$ cat config.mk
export PLATFORM = sky130hd
export DESIGN_NAME = drp_engine
export DESIGN_NICKNAME = d
export VERILOG_FILES = /design/src/rtl/drp_pkg.sv /design/src/rtl/drp_fifo.sv /design/src/rtl/drp_fetch.sv /design/src/rtl/drp_wb.sv /design/src/rtl/drp_engine.sv
export SDC_FILE = /design/constraint.sdc
export NUM_CORES = 2
export LEC_CHECK = 0
export BUFFER_PORTS_ARGS = -buffer_cell sky130_fd_sc_hd__buf_2
export CAP_MARGIN = 20
export CORE_MARGIN = 2
export CORE_UTILIZATION = 50
export DETAILED_ROUTE_END_ITERATION = 8
export GPL_TIMING_DRIVEN = 0
export PLACE_DENSITY_LB_ADDON = 0.2
export SKIP_LAST_GASP = 1
export SLEW_MARGIN = 10
export SYNTH_ARGS = -nofsm -noshare
export SYNTH_HDL_FRONTEND = slang
export SYNTH_SLANG_ARGS = --single-unit
$ cat constraint.sdc
create_clock -name clk -period 12 [get_ports clk]
set_clock_uncertainty 0.15 [all_clocks]
set_input_delay 0 -clock clk [delete_from_list [all_inputs] [get_ports clk]]
set_output_delay 0 -clock clk [all_outputs]
set_load 0.005 [all_outputs]
$ cat src/rtl/drp_pkg.sv
package drp_pkg;
    // bytes per descriptor = 1 << DESC_SHIFT
    localparam int DESC_SHIFT = 4;
    localparam int DEF_ADDR_W = 32;
    localparam int DEF_IDX_W  = 8;
    localparam int DEF_DESC_W = 128;
    localparam int DEF_CAP    = 8;

    typedef enum logic {
        WB_IDLE = 1'b0,
        WB_BUSY = 1'b1
    } wb_state_e;
endpackage

$ cat src/rtl/drp_fifo.sv
module drp_fifo #(
    parameter int W     = 128,
    parameter int DEPTH = 8,
    localparam int PTR_W = (DEPTH > 1) ? $clog2(DEPTH) : 1,
    localparam int CNT_W = $clog2(DEPTH + 1)
) (
    input  logic             clk,
    input  logic             rst,
    input  logic             push,
    input  logic [W-1:0]     din,
    input  logic             pop,
    output logic [W-1:0]     dout,
    output logic [CNT_W-1:0] count
);
    logic [W-1:0]     mem [DEPTH];
    logic [PTR_W-1:0] wp, rp;

    function automatic logic [PTR_W-1:0] bump(input logic [PTR_W-1:0] p);
        return (p == PTR_W'(DEPTH - 1)) ? '0 : p + 1'b1;
    endfunction

    always_ff @(posedge clk) begin
        if (rst) begin
            wp    <= '0;
            rp    <= '0;
            count <= '0;
        end else begin
            if (push) begin
                mem[wp] <= din;
                wp      <= bump(wp);
            end
            if (pop) rp <= bump(rp);
            count <= count + CNT_W'(push) - CNT_W'(pop);
        end
    end

    assign dout = mem[rp];

    AST_NO_OVERFLOW: assert property (@(posedge clk) disable iff (rst)
        push && !pop |-> count < CNT_W'(DEPTH));
    AST_NO_UNDERFLOW: assert property (@(posedge clk) disable iff (rst)
        pop |-> count != '0);
endmodule

$ cat src/rtl/drp_fetch.sv
module drp_fetch
    import drp_pkg::*;
#(
    parameter int ADDR_W = DEF_ADDR_W,
    parameter int IDX_W  = DEF_IDX_W,
    parameter int CAP    = DEF_CAP,
    localparam int CNT_W = $clog2(CAP + 1)
) (
    input  logic              clk,
    input  logic              rst,
    input  logic [ADDR_W-1:0] base,
    input  logic [IDX_W-1:0]  len,
    input  logic [IDX_W-1:0]  tail,
    input  logic              load,
    input  logic [IDX_W-1:0]  load_val,
    input  logic [CNT_W-1:0]  occ,
    input  logic              rsp_valid,
    output logic              req_valid,
    output logic [ADDR_W-1:0] req_addr,
    output logic [CNT_W-1:0]  req_cnt,
    output logic              busy,
    output logic [IDX_W-1:0]  cp
);
    logic [CNT_W-1:0] free_c, cnt_c, beats;
    logic [IDX_W-1:0] avail_c;
    logic [IDX_W:0]   cp_sum;
    logic             issue;

    always_comb begin
        free_c  = CNT_W'(CAP) - occ;
        avail_c = (tail >= cp) ? tail - cp : len - cp;
        cnt_c   = (IDX_W'(free_c) < avail_c) ? free_c : avail_c[CNT_W-1:0];
        issue   = !busy && !load && (len != '0) && (cnt_c != '0);
        cp_sum  = {1'b0, cp} + (IDX_W+1)'(req_cnt);
    end

    always_ff @(posedge clk) begin
        if (rst) begin
            busy      <= 1'b0;
            req_valid <= 1'b0;
            req_addr  <= '0;
            req_cnt   <= '0;
            beats     <= '0;
            cp        <= '0;
        end else begin
            req_valid <= 1'b0;
            if (load) cp <= load_val;
            if (issue) begin
                busy      <= 1'b1;
                req_valid <= 1'b1;
                req_addr  <= base + (ADDR_W'(cp) << DESC_SHIFT);
                req_cnt   <= cnt_c;
                beats     <= '0;
            end else if (busy && rsp_valid) begin
                beats <= beats + 1'b1;
                if (beats + 1'b1 == req_cnt) begin
                    busy <= 1'b0;
                    cp   <= (cp_sum >= {1'b0, len}) ? IDX_W'(cp_sum - {1'b0, len})
                                                    : cp_sum[IDX_W-1:0];
                end
            end
        end
    end

    AST_FETCH_NONZERO: assert property (@(posedge clk) disable iff (rst)
        req_valid |-> req_cnt != '0);
    AST_FETCH_SINGLE: assert property (@(posedge clk) disable iff (rst)
        req_valid |=> !req_valid);
endmodule

$ cat src/rtl/drp_wb.sv
module drp_wb
    import drp_pkg::*;
#(
    parameter int ADDR_W = DEF_ADDR_W,
    parameter int IDX_W  = DEF_IDX_W,
    parameter int CAP    = DEF_CAP,
    localparam int CNT_W = $clog2(CAP + 1)
) (
    input  logic              clk,
    input  logic              rst,
    input  logic [ADDR_W-1:0] base,
    input  logic [IDX_W-1:0]  len,
    input  logic [CNT_W-1:0]  used,
    input  logic              load,
    input  logic [IDX_W-1:0]  load_val,
    input  logic              req,
    input  logic [IDX_W+3:0]  mask,
    input  logic              done,
    output logic              req_valid,
    output logic [ADDR_W-1:0] req_addr,
    output logic [CNT_W-1:0]  req_cnt,
    output logic [IDX_W-1:0]  head
);
    wb_state_e        st;
    logic             more, retry, more_n, start, clip;
    logic [IDX_W+3:0] mask_r, sel_mask;
    logic [IDX_W-1:0] m;
    logic [IDX_W:0]   tgt, tgt_al, c, hsum;

    always_comb begin
        sel_mask = req ? mask : mask_r;
        m        = sel_mask[IDX_W+3:DESC_SHIFT];
        tgt      = {1'b0, head} + (IDX_W+1)'(used);
        tgt_al   = tgt & ~{1'b0, m};
        clip     = tgt > {1'b0, len};
        if (clip)
            c = {1'b0, len} - {1'b0, head};
        else if (m != '0)
            c = (tgt_al > {1'b0, head}) ? tgt_al - {1'b0, head} : '0;
        else
            c = (IDX_W+1)'(used);
        start  = (st == WB_IDLE) && !load && (req || retry);
        more_n = more || (req && (st == WB_BUSY) && (mask < mask_r));
        hsum   = {1'b0, head} + (IDX_W+1)'(req_cnt);
    end

    always_ff @(posedge clk) begin
        if (rst) begin
            st        <= WB_IDLE;
            more      <= 1'b0;
            retry     <= 1'b0;
            mask_r    <= '0;
            req_valid <= 1'b0;
            req_addr  <= '0;
            req_cnt   <= '0;
            head      <= '0;
        end else begin
            req_valid <= 1'b0;
            if (load) head <= load_val;
            if (start) begin
                retry  <= 1'b0;
                mask_r <= sel_mask;
                if (c != '0) begin
                    st        <= WB_BUSY;
                    req_valid <= 1'b1;
                    req_addr  <= base + (ADDR_W'(head) << DESC_SHIFT);
                    req_cnt   <= CNT_W'(c);
                    more      <= clip;
                end else begin
                    more <= 1'b0;
                end
            end else if (st == WB_BUSY) begin
                if (req && mask < mask_r) mask_r <= mask;
                if (done) begin
                    st    <= WB_IDLE;
                    head  <= (hsum >= {1'b0, len}) ? '0 : hsum[IDX_W-1:0];
                    retry <= more_n;
                    more  <= 1'b0;
                end else begin
                    more <= more_n;
                end
            end
        end
    end

    AST_WB_IN_RING: assert property (@(posedge clk) disable iff (rst)
        req_valid |-> (req_cnt != '0) && ({1'b0, head} + (IDX_W+1)'(req_cnt) <= {1'b0, len}));
    AST_HEAD_STABLE_BUSY: assert property (@(posedge clk) disable iff (rst)
        (st == WB_BUSY) && !done && !load |=> $stable(head));
endmodule

$ cat src/rtl/drp_engine.sv
module drp_engine
    import drp_pkg::*;
#(
    parameter int ADDR_W = DEF_ADDR_W,
    parameter int IDX_W  = DEF_IDX_W,
    parameter int DESC_W = DEF_DESC_W,
    parameter int CAP    = DEF_CAP,
    localparam int CNT_W = $clog2(CAP + 1)
) (
    input  logic              clk,
    input  logic              rst,
    input  logic [ADDR_W-1:0] cfg_base,
    input  logic [IDX_W+3:0]  cfg_len,
    input  logic [IDX_W-1:0]  cfg_tail,
    input  logic              head_load,
    input  logic [IDX_W-1:0]  head_val,
    output logic              rd_req_valid,
    output logic [ADDR_W-1:0] rd_req_addr,
    output logic [CNT_W-1:0]  rd_req_cnt,
    input  logic              rd_rsp_valid,
    input  logic [DESC_W-1:0] rd_rsp_data,
    output logic              wr_req_valid,
    output logic [ADDR_W-1:0] wr_req_addr,
    output logic [CNT_W-1:0]  wr_req_cnt,
    input  logic              wr_data_rd,
    output logic [DESC_W-1:0] wr_data,
    input  logic              wr_done,
    input  logic              wb_req,
    input  logic [IDX_W+3:0]  wb_mask,
    output logic              cons_valid,
    output logic [DESC_W-1:0] cons_data,
    input  logic              cons_take,
    input  logic              ret_valid,
    input  logic [DESC_W-1:0] ret_data,
    output logic [IDX_W-1:0]  ring_head,
    output logic [IDX_W-1:0]  cache_ptr,
    output logic [CNT_W-1:0]  used_cnt,
    output logic [CNT_W-1:0]  unused_cnt,
    output logic              cfg_err
);
    logic [IDX_W-1:0]  len;
    logic [CNT_W-1:0]  occ;
    logic              held, fetch_busy, take, give_back, cfg_change;
    logic [ADDR_W-1:0] prev_base;
    logic [IDX_W+3:0]  prev_len;

    assign len        = cfg_len[IDX_W+3:DESC_SHIFT];
    assign occ        = used_cnt + unused_cnt + CNT_W'(held);
    assign cons_valid = (unused_cnt != '0) && !held;
    assign take       = cons_take && cons_valid;
    assign give_back  = ret_valid && held;
    assign cfg_change = (cfg_base != prev_base) || (cfg_len != prev_len) || head_load;

    drp_fifo #(.W(DESC_W), .DEPTH(CAP)) u_unused (
        .clk(clk), .rst(rst),
        .push(rd_rsp_valid && fetch_busy), .din(rd_rsp_data),
        .pop(take), .dout(cons_data), .count(unused_cnt)
    );

    drp_fifo #(.W(DESC_W), .DEPTH(CAP)) u_used (
        .clk(clk), .rst(rst),
        .push(give_back), .din(ret_data),
        .pop(wr_data_rd), .dout(wr_data), .count(used_cnt)
    );

    drp_fetch #(.ADDR_W(ADDR_W), .IDX_W(IDX_W), .CAP(CAP)) u_fetch (
        .clk(clk), .rst(rst), .base(cfg_base), .len(len), .tail(cfg_tail),
        .load(head_load), .load_val(head_val), .occ(occ),
        .rsp_valid(rd_rsp_valid), .req_valid(rd_req_valid),
        .req_addr(rd_req_addr), .req_cnt(rd_req_cnt),
        .busy(fetch_busy), .cp(cache_ptr)
    );

    drp_wb #(.ADDR_W(ADDR_W), .IDX_W(IDX_W), .CAP(CAP)) u_wb (
        .clk(clk), .rst(rst), .base(cfg_base), .len(len), .used(used_cnt),
        .load(head_load), .load_val(head_val), .req(wb_req), .mask(wb_mask),
        .done(wr_done), .req_valid(wr_req_valid), .req_addr(wr_req_addr),
        .req_cnt(wr_req_cnt), .head(ring_head)
    );

    always_ff @(posedge clk) begin
        if (rst) begin
            held      <= 1'b0;
            cfg_err   <= 1'b0;
            prev_base <= cfg_base;
            prev_len  <= cfg_len;
        end else begin
            prev_base <= cfg_base;
            prev_len  <= cfg_len;
            if (take)           held <= 1'b1;
            else if (give_back) held <= 1'b0;
            if (cfg_change && ((occ != '0) || fetch_busy)) cfg_err <= 1'b1;
        end
    end

    AST_FETCH_FITS: assert property (@(posedge clk) disable iff (rst)
        rd_req_valid |-> (CNT_W+1)'(rd_req_cnt) + (CNT_W+1)'(occ) <= (CNT_W+1)'(CAP));
    AST_ERR_STICKY: assert property (@(posedge clk) disable iff (rst)
        cfg_err |=> cfg_err);
    AST_ONE_HELD: assert property (@(posedge clk) disable iff (rst)
        held && !give_back |=> !cons_valid);
endmodule

==> impl_metrics.tcl <==
set metrics [dict create \
    outcome "complete, no violations" \
    cts-root-buf "clkbuf_16" \
    htreeDepth 4 \
    die_h_um 426 \
    critPathLaunch "u_wb.head[1]$_SDFF_PP0_" \
    numCtsBuffers 220 \
    setup_viol 0 \
    max-cap-violations 0 \
    drc 0 \
    vias_per_cell 5.66 \
    syn_nets 4900 \
    synthCells 4435 \
    wirelength_mm 227 \
    rsz0062_at_grt "no" \
    die_x_um 426 \
    start_util 0.505 \
    hold_path_class "in -> reg" \
    grt_pass1_wl_mm 331 \
    post-cts-setup-buffer-count 0 \
    clock_path_buffers 3 \
    leakage_nw 38.0 \
    dieArea_sq_um 181000 \
    utilization 0.634 \
    synth_ff_type "edfxtp_1" \
    worstSetupEndpointType "flip-flop" \
    drt-pass1-iter-count 6 \
    pre_cts_slack_ns 6.80 \
    rows 154 \
    syn_to_final_growth_pct 25.7 \
    dp_cells 7624 \
    critical_path_class "reg -> reg" \
    worstPathMaxFanout 8 \
    yosys-top-cells-area "edfxtp_1, mux4_2, dfxtp_1" \
    multi_input_area_sq_um 22900 \
    clk-insertion-delay-late_ns 0.87 \
    hold_viol_final 0 \
    cts_sinks 2230 \
    period_needed_ns 5.32 \
    grt_usage 0.248 \
    synthTopCellsByCount "edfxtp_1, mux4_2, mux2_2, dfxtp_1, nand2_1" \
    cp_num_buf_inv 1 \
    seqCellArea_sq_um 65100 \
    coreArea_sq_um 176000 \
    crit_path_frequent_cell "nand2_1" \
    worstMarginPinSlew_ns 1.09 \
    fin_setup_tns_ns 0 \
    drive_above_1_share 0.316 \
    min_period_over_period 0.444 \
    yosysUniqueCellTypes 80 \
    cp_top_family "compound AO/OA/AOI/OAI gates" \
    async_reset_ff_frac 0 \
    ys_warn_count 0 \
    wl_per_cell_um 26.0 \
    synth_top_area_frac 0.691 \
    gp_congestion 0.874 \
    grt.overflow.total 0 \
    cts_tree "built" \
    cts_hold_buf 672 \
    crit_arrival_ns 5.90 \
    cts_resized 0 \
    numPortBuffers 691 \
    grt_max_degree 24 \
    worstSetupStartpointType "flip-flop" \
    path_cells "inv_1, fa_1, nand2b_1, a21oi_1, xnor2_1, ha_1, nand4_1, or3_1, a32oi_1, nand2_1, a211oi_4, nand2_1, a31oi_4, mux2_2" \
    critPathSlowestCell "dfxtp_1" \
    finalNetCount 6648 \
    min_from "ret_valid" \
    n_fill_cell 12282 \
    syn_area_per_cell_sq_um 20.1 \
    yosysMostFrequentCell "edfxtp_1" \
    r2r-start "u_wb.head[1]$_SDFF_PP0_" \
    path_clk_slew_ns 0.06 \
    synth_top_cell_by_area "edfxtp_1" \
    final-max-slew-violation-count 0 \
    num_vias 49374 \
    grt_pass1_vias 50649 \
    hold-worst-slack_ns 0.0546 \
    instances_no_fill 8719 \
    max_stage_delay_ns 0.62 \
    fin_ws_ns 6.68 \
    synth_area_sq_um 89000 \
    ys_seq_elements 2230 \
    p_per_area_nw_per_um2 168 \
    critPathRequiredTime_ns 12.57 \
    ios 693 \
    final_antenna_net_count 0 \
    max_freq_ghz 0.188 \
    hpwl_mm 154 \
    ys_seq_area_frac 0.732 \
    antenna_found_initial 43 \
    drt_iter0_drc 3931 \
    slew_headroom 0.271 \
    synth_edf_count 2048 \
    vdd_ir_drop_max_mv 0.139 \
]
[layout make-up]
class | instances | area share
plain buffers | 201 | 0.00733
clock buffers | 276 | 0.0517
clock inverters | 120 | 0.0112
inverters | 84 | 0.00282
multi-input cells | 1920 | 0.204
flip-flops and latches | 2230 | 0.582
diodes | 22 | 0.000492
repair buffers | 1526 | 0.114
well taps | 2340 | 0.0261
[power breakdown]
part           internal, mW  switching (mW)  total (mW)
registers              8.67           0.143        8.82
clock network          3.79            2.93        6.72
logic                  1.58            1.70        3.28
total                  14.0            4.77        18.8
[metrics by stage]
| step | power, mW | instance area, sq um |
|---|---|---|
| floorplan | 10.9 | 89000 |
| global placement | 12.0 | 95400 |
| detailed placement | 12.1 | 98100 |
| CTS | 19.0 | 112000 |
| global route | 19.5 | 112000 |
| finish | 18.8 | 112000 |
[worst paths after layout]
path / end / slack [ns] / cells past startpoint
worst min register to register: u_wb.req_addr[0]$_SDFFE_PP0P_ / 0.30 / 2
worst max register to register: u_wb.req_addr[5]$_SDFFE_PP0P_ / 6.68 / 14
worst min-delay path: u_used.wp[2]$_SDFFE_PP0P_ / 0.05 / 5
worst max-delay path: u_wb.req_addr[5]$_SDFFE_PP0P_ / 6.68 / 14
[worst reg2reg max path, cell delays in order (launching register included)]
cell and delay [ns]:
dfxtp_1 0.62, inv_1 0.35, fa_1 0.55, nand2b_1 0.19
a21oi_1 0.41, xnor2_1 0.13, ha_1 0.32, nand4_1 0.07
or3_1 0.39, a32oi_1 0.17, nand2_1 0.31, a211oi_4 0.47
nand2_1 0.23, a31oi_4 0.45, mux2_2 0.39
[routing by layer]
metal	global-route usage	vias to the layer above	routed length, um
li1	-	21645	-
met1	0.322	25589	90200
met2	0.420	1730	114000
met3	0.0458	402	14000
met4	0.0906	8	8590
met5	0	-	51
[logic make-up after synthesis]
| kind of cell | after synthesis | synth area share |
|---|---|---|
| DFF | 2230 | 0.732 |
| muxes | 863 | 0.174 |
| and+or+nand+nor | 489 | 0.0263 |
| AOI/OAI and AO/OA | 299 | 0.0226 |
| buffers and inverters | 285 | 0.0127 |
| xor gates and xnor gates | 141 | 0.0139 |
| adders and majority gates | 128 | 0.0192 |
[cells in the final DEF, fill, tap and decap left out, types with 43 or more instances in the layout]
master,count
xor2_1,49
buf_2,697
xnor2_1,92
buf_4,53
dlygate4sd3_1,672
mux4_2,512
clkinv_1,45
o21ai_0,66
inv_1,81
buf_1,65
nand2_1,165
clkbuf_1,172
ha_1,114
buf_12,56
dfxtp_1,182
nand3_1,43
nor2_1,90
mux2i_1,58
mux2_2,275
a21oi_1,81
edfxtp_1,2048
clkbuf_16,220
[state kept, by name, summed over array words and instances, names as in the netlist, 8 cells and up, named ones only]
signal            flops
u_wb.req_addr        32
u_wb.head             8
u_fetch.cp            8
u_unused.mem       1024
prev_len             12
prev_base            32
u_used.mem         1024
u_wb.mask_r          12
u_fetch.req_addr     32
(Power assumes the default switching activity.)
